<file path="config.mk">
export PLATFORM = sky130hd
export DESIGN_NAME = slot_map_decoder
export DESIGN_NICKNAME = d
export VERILOG_FILES = /design/src/rtl/slot_map_decoder.sv
export SDC_FILE = /design/constraint.sdc
export NUM_CORES = 1
export LEC_CHECK = 0
export BUFFER_PORTS_ARGS = -buffer_cell sky130_fd_sc_hd__buf_2
export CORE_ASPECT_RATIO = 0.8
export CORE_MARGIN = 5
export CORE_UTILIZATION = 35
export DETAILED_ROUTE_END_ITERATION = 8
export GPL_ROUTABILITY_DRIVEN = 0
export PLACE_DENSITY_LB_ADDON = 0.2
export SLEW_MARGIN = 20
export SYNTH_ARGS = -nofsm -noshare
export SYNTH_HDL_FRONTEND = slang
export SYNTH_SLANG_ARGS = --single-unit
</file>
<file path="constraint.sdc">
create_clock -name clk -period 3.2 [get_ports clk]
set_input_delay 0 -clock clk [delete_from_list [all_inputs] [get_ports clk]]
set_output_delay 0 -clock clk [all_outputs]
set_load 0.005 [all_outputs]
</file>
<file path="src/rtl/slot_map_decoder.sv">
module slot_map_decoder #(
  parameter logic [7:0]  SLOT_PORT = 8'hA8,
  parameter logic [7:0]  MAP_PORT  = 8'hFC,
  parameter logic [15:0] BANK_ADDR = 16'h4104
) (
  input  logic        clk,
  input  logic        rst_n,
  input  logic [23:0] addr,
  input  logic [7:0]  wdata,
  input  logic        mem_rd,
  input  logic        mem_wr,
  input  logic        io_rd,
  input  logic        io_wr,
  output logic        trap_cs,
  output logic        rom_cs,
  output logic [16:0] rom_addr,
  output logic        dram_cs,
  output logic [21:0] dram_addr,
  output logic        flash_cs,
  output logic [21:0] flash_addr,
  output logic [1:0]  ext_cs,
  output logic [3:0]  slot_cs,
  output logic [1:0]  page,
  output logic        rd_drive,
  output logic [7:0]  rd_data
);

  logic [7:0] slot_q;
  logic [7:0] map_q [4];
  logic [1:0] bank_q;

  logic       mem_cyc, legacy, trap, win_hit, rom_hit, unmapped;
  logic [1:0] slot, region;
  logic [2:0] blk;
  logic [7:0] port;
  logic       slot_port, map_port;

  assign mem_cyc = mem_rd | mem_wr;
  assign legacy  = addr[23:16] == 8'h00;
  assign trap    = legacy && addr[15:2] == 14'd0;
  assign region  = addr[23:22];
  assign page    = addr[15:14];
  assign slot    = 2'(slot_q >> {page, 1'b0});
  assign win_hit = mem_cyc && legacy && !trap;
  assign port    = addr[7:0];
  assign slot_port = port == SLOT_PORT;
  assign map_port  = port[7:2] == MAP_PORT[7:2];

  always_comb begin
    rom_hit = 1'b1;
    blk     = 3'd0;
    case ({slot, page})
      4'b00_00: blk = 3'd0;
      4'b00_01: blk = 3'd1;
      4'b01_00: blk = 3'd2;
      4'b01_01: blk = 3'd3;
      4'b10_01: blk = {1'b1, bank_q};
      default:  rom_hit = 1'b0;
    endcase
  end

  assign unmapped = win_hit && !rom_hit && slot != 2'd3;

  assign trap_cs    = mem_cyc && trap;
  assign slot_cs    = win_hit ? 4'(1 << slot) : 4'd0;
  assign rom_cs     = win_hit && rom_hit;
  assign rom_addr   = {blk, addr[13:0]};
  assign dram_cs    = mem_cyc && ((region == 2'd0 && !legacy) || (win_hit && slot == 2'd3));
  assign dram_addr  = legacy ? {map_q[page], addr[13:0]} : addr[21:0];
  assign flash_cs   = mem_cyc && region == 2'd3;
  assign flash_addr = addr[21:0];
  assign ext_cs     = mem_cyc ? {region == 2'd2, region == 2'd1} : 2'b00;

  always_comb begin
    rd_drive = 1'b1;
    rd_data  = 8'hFF;
    if (io_rd && slot_port)       rd_data = slot_q;
    else if (io_rd && map_port)   rd_data = map_q[port[1:0]];
    else if (!(mem_rd && unmapped)) rd_drive = 1'b0;
  end

  always_ff @(posedge clk) begin
    if (!rst_n) begin
      slot_q <= 8'h00;
      bank_q <= 2'd0;
      for (int i = 0; i < 4; i++) map_q[i] <= 8'(3 - i);
    end else begin
      if (io_wr && slot_port) slot_q <= wdata;
      if (io_wr && map_port)  map_q[port[1:0]] <= wdata;
      if (mem_wr && legacy && addr[15:0] == BANK_ADDR && slot == 2'd2)
        bank_q <= wdata[1:0];
    end
  end

endmodule

</file>
=== Word-level counts from Yosys, hierarchy flattened ===
Memory sizes are Yosys's and may differ from the RTL's.
Index checks and enable logic that the tools add are counted.

* Register bits: 10
* Memory bits (writable): 32
* Output and inout port bits: 82
* Word-level logic and storage cells: 65
* Memories: 1

* Eq/ne operators: 13
* Shift-type cells: 2
* Multiplexer cells: 17
* Bitwise operators: 1
* Reductions and logical operators: 29

{| class="wikitable"
|+ Memory list
! name !! depth !! width !! rd ports !! clocked after Yosys merged registers in !! write ports !! RTL line !! RTL
|-
| map_q || 4 || 8 || 2 || 0 || 4 || 29 || <nowiki>logic [7:0] map_q [4];</nowiki>
|}

{| class="wikitable"
|+ Operator list
! kind !! number
|-
| $mux 8 || 3
|-
| $mux 22 || 1
|-
| $logic_and 1x1->1 || 19
|-
| $eq 16x15->1 const B || 1
|-
| $logic_not 14->1 || 1
|-
| $pmux 3 s4 || 1
|-
| $mux 1 || 9
|-
| $eq 2x2->1 const B || 4
|-
| $eq 4x3->1 const B || 2
|-
| $eq 8x8->1 const B || 1
|-
| $logic_not 8->1 || 1
|-
| $reduce_or 8->1 || 1
|-
| $shr 8x3->2 || 1
|-
| $eq 6x6->1 const B || 1
|-
| $reduce_or 5->1 || 1
|-
| $eq 4x1->1 const B || 1
|-
| $eq 4x4->1 const B || 1
|-
| $logic_not 4->1 || 1
|-
| $mux 2 || 2
|-
| $mux 4 || 1
|-
| $shl 1x2->4 const A || 1
|-
| $logic_not 1->1 || 3
|-
| $eq 2x1->1 const B || 1
|-
| $logic_not 2->1 || 1
|-
| 3 further kinds || 3
|}

=== Depth between registers and ports, before layout ===
* Depth after elaboration: 11
* Depth in mapped cells: 6
* Mapped depth without buffers: 4

=== Worst setup path after synthesis ===
No wires, ideal clock.

* Path type: input -> register
* Start: in addr[7]
* End: mem map_q[1][0], enable pin
* Library setup time: 0.334 ns
* Data arrival time: 1.188 ns
* Path slack: 1.677 ns
* Stages on the path: 5
* Cells stage by stage: nand3_1 -> nor4_2 -> and3b_1 -> clkbuf_1 -> nand2b_1

{| class="wikitable"
|+ RTL lines
! item !! RTL line !! RTL
|-
| from (decl) || 8 || <nowiki>input logic [23:0] addr,</nowiki>
|-
| to (decl) || 29 ||
|}

=== Final worst setup path ===
* Start: in addr[18]
* End: out slot_cs[2]

* Word-level cells in the longest chain between the ends: 5
* Elaborated cells on any way between the ends: 6

{| class="wikitable"
|+ Ends and longest elaborated chain
! item !! RTL line !! RTL
|-
| $logic_not 8->1 (*) || 39 || <nowiki>assign legacy = addr[23:16] == 8'h00;</nowiki>
|-
| $logic_and 1x1->1 || 40 || <nowiki>assign trap = legacy && addr[15:2] == 14'd0;</nowiki>
|-
| $logic_not 1->1 || 44 || <nowiki>assign win_hit = mem_cyc && legacy && !trap;</nowiki>
|-
| $logic_and 1x1->1 (*) || 44 ||
|-
| $mux 4 (*) || 65 || <nowiki>assign slot_cs = win_hit ? 4'(1 << slot) : 4'd0;</nowiki>
|-
| to (decl) || 22 || <nowiki>output logic [3:0] slot_cs,</nowiki>
|}

Every way passes the cells marked *; elsewhere a longest branch is shown, timed or not.

==> results.md <==
* Post-synth cell types at 39
* Hold wc startpoint: wdata[1]
* Worst Path Required at roughly 3.2 ns
* Final Power at 1.14 mW
* Element type at the critical path end: output port
* Initial core utilization at 0.363
* Final hold violation count at 0
* Final setup viols at 0
* CTS buffer count at 5
* Final min period at about 2.1 ns
* Final Cycle Share at 0.649
* Slew HR at 0.513
* Worst reg-to-reg path cell count at 4
* Die area at slightly above 10,000 um^2
* Synthesized cell area at 2910 um^2
* DRT iter0 DRCs at around 140
* Primary FF master, synth: edfxtp_1
* DR WL/cell at between 15 and 20 um
* Area delta synth->final at 13.9%
* Post-synth net total at about 310
* Synthesized area per cell at approximately 11 um^2
* Share of cells above drive strength 1 at 0.473
* Total negative slack at 0 ns
* Hpwl dp at 6350 um
* Area post-placement at approximately 3200 um^2
* Finished Core Util at 0.414
* Clock root buffer: clkbuf_8
* Worst Hold Endpoint: slot_q[1]$_SDFFE_PN0P_
* Routed WL at roughly 8300 um
* Residual DRC at 0
* RSZ-0062 raised after global routing: false
* I/O pins at between 100 and 150
* Max-cap violations at 0
* Area taken by multi-input logic gates at ~1300 um^2
* Largest net degree at the start of global routing at 21
* Total gr overflow at 0
* Total core area at 8020 um^2
* Total number of vias at 2,273
* GRT Total Usage at 0.159
* Antenna violation net count after detailed routing at 0
* Fmax at 0.481 GHz
* Vias per std cell at 5.12
* Vias in the first global route at 2,314
* Non-filler instance count after layout at ~440
* Initial DRT Pass Iterations at 4
* Crit path max fanout at 12
* Worst skew pair latency at approximately 0.29 ns
* Commonest non-fill, non-tap cell in the layout: buf_2
* DP Worst Slack at roughly 1.1 ns
* CP Launch Point: addr[18]
* Post-route clock skew at 0.00104 ns
* Sink Count at 42
* Worst Hold Depth at 3
* Fin worst setup slack at around 1.1 ns
* First-pass GRT wire length at about 13,000 um
* CTS tree: built
* Reg-to-Reg End: bank_q[1]$_SDFFE_PN0P_
* Post-cts resize count at 0
* Ant. Diodes at 0
* Worst VDD drop at between 0.1 and 0.15 mV
* Clock buffer depth at 2
* Gate count after technology mapping at approximately 270
* Ys async rst share at 0
* LEAKAGE at 1.41 nW
* Commonest cells after routing, fill and taps aside: buf_2 (119), edfxtp_1 (32), and2_1 (24)
* Post-synth EDFFs at 32
* Synthesis Warnings at 0
* R2R Setup Slk at 1.95 ns
* Clk slew on worst S/H paths at 0.08 ns
* Die H at 91.6 um
* Die X-Extent at around 110 um
* Startpoint types: input port
* Final net count at between 300 and 400
* Hold Crit Class: in -> reg
* # fillers at a little under 800
* Slew Limit Fails at 0
* Initial antenna violation count at 0
* Worst Tran Pin Value at between 0.7 and 0.8 ns
* Site row count at 29
* Power Dens Cells at 345 nW/um^2
* PortBufs at roughly 120
* H-tree lvl count at 2
* FF+latch count, synth at 42
* Worst hold margin at 0.0183 ns
* RR Startpoint: slot_q[3]$_SDFFE_PN0P_
* Sequential area share after synthesis at 0.398
* Crit path DAT at 2.08 ns
* Design area at ~3300 um^2
* Post-CTS setup buffers at 0
* Placed insts at 433
* Outcome: completed
* Worst Setup Path Type: in -> out
* FF/Latch Area at 1160 um^2
-- where the power goes --
group / switching (mW) / internal, mW
clock network: 0.184 / 0.150
registers: 0.0116 / 0.606
logic: 0.102 / 0.0911
-- critical path, stage by stage --
cell and delay, ns:
buf_2 0.11, nor4_1 0.65, and2_1 0.57, nand3b_1 0.31
nor3b_1 0.28, buf_2 0.15
-- synthesized netlist by cell type, types with 4 or more instances --
cell type  instances  share of area
nor2_1            13          0.017
nand4_1            5          0.011
a21oi_1            4         0.0069
dfxtp_1           10          0.069
nand2_1           10          0.013
a21o_1             6          0.015
clkbuf_1           7         0.0090
nand3_2            4          0.014
and3_1             9          0.019
nor3_1             4         0.0069
o21ai_0            8          0.014
inv_1              4         0.0052
buf_4             52           0.13
o21ai_2            6          0.018
edfxtp_1          32           0.33
mux4_2            16           0.12
o22a_1             8          0.024
mux2i_1            4          0.014
nand2b_1           8          0.017
nand3_1            4         0.0069
nor4_1             5          0.011
and2_1            24          0.052
-- kinds of logic (layout without fill, tap and decap cells) --
family | Yosys count | in the layout | share of synthesized area
and+or+nand+nor | 98 | 98 | 0.202
buffers and inverters | 69 | 138 | 0.165
DFF | 42 | 42 | 0.398
AOI/OAI and AO/OA | 36 | 36 | 0.0889
muxes | 22 | 22 | 0.145
-- routing by layer --
layer | global-route usage | part of all wire | vias to the layer above
li1 | - | - | 1075
met1 | 0.209 | 0.43 | 1098
met2 | 0.262 | 0.47 | 85
met3 | 0.0355 | 0.074 | 15
met4 | 0.0541 | 0.020 | 0
met5 | 0 | 0 | -
-- flip-flops by register name (all words and copies together) (netlist names) --
signal and count:
slot_q 8, bank_q 2, map_q 32
-- final cells by class --
| type | count | share of cell area |
|---|---|---|
| Tap cell | 108 | 0.0407 |
| Multi-Input combinational cell | 156 | 0.383 |
| Inverter | 4 | 0.00452 |
| Clock buffer | 6 | 0.0219 |
| Timing Repair Buffer | 126 | 0.198 |
| Clock inverter | 2 | 0.00264 |
| Sequential cell | 42 | 0.350 |
-- how the worst max path moves through the flow --
stage          cells after the start  slack [ns]                         to
2_1_floorplan                      5        1.68  map_q[1][0]$_SDFFCE_PN0P_
3_5_place_dp                       6        1.08                 slot_cs[2]
4_1_cts                            6        1.07                 slot_cs[2]
6_report                           6        1.12                 slot_cs[2]
3_3_place_gp                       6        1.07                    dram_cs
5_1_grt                            6        0.87                 slot_cs[2]
-- what timing repair did --
| action | in CTS | in global routing |
|---|---|---|
| hold buffers | 3 | 0 |
| hold endpoints to repair | 3 | 0 |
| endpoints found under the setup margin | 0 | 0 |
Power figures use the tool's default switching activity.
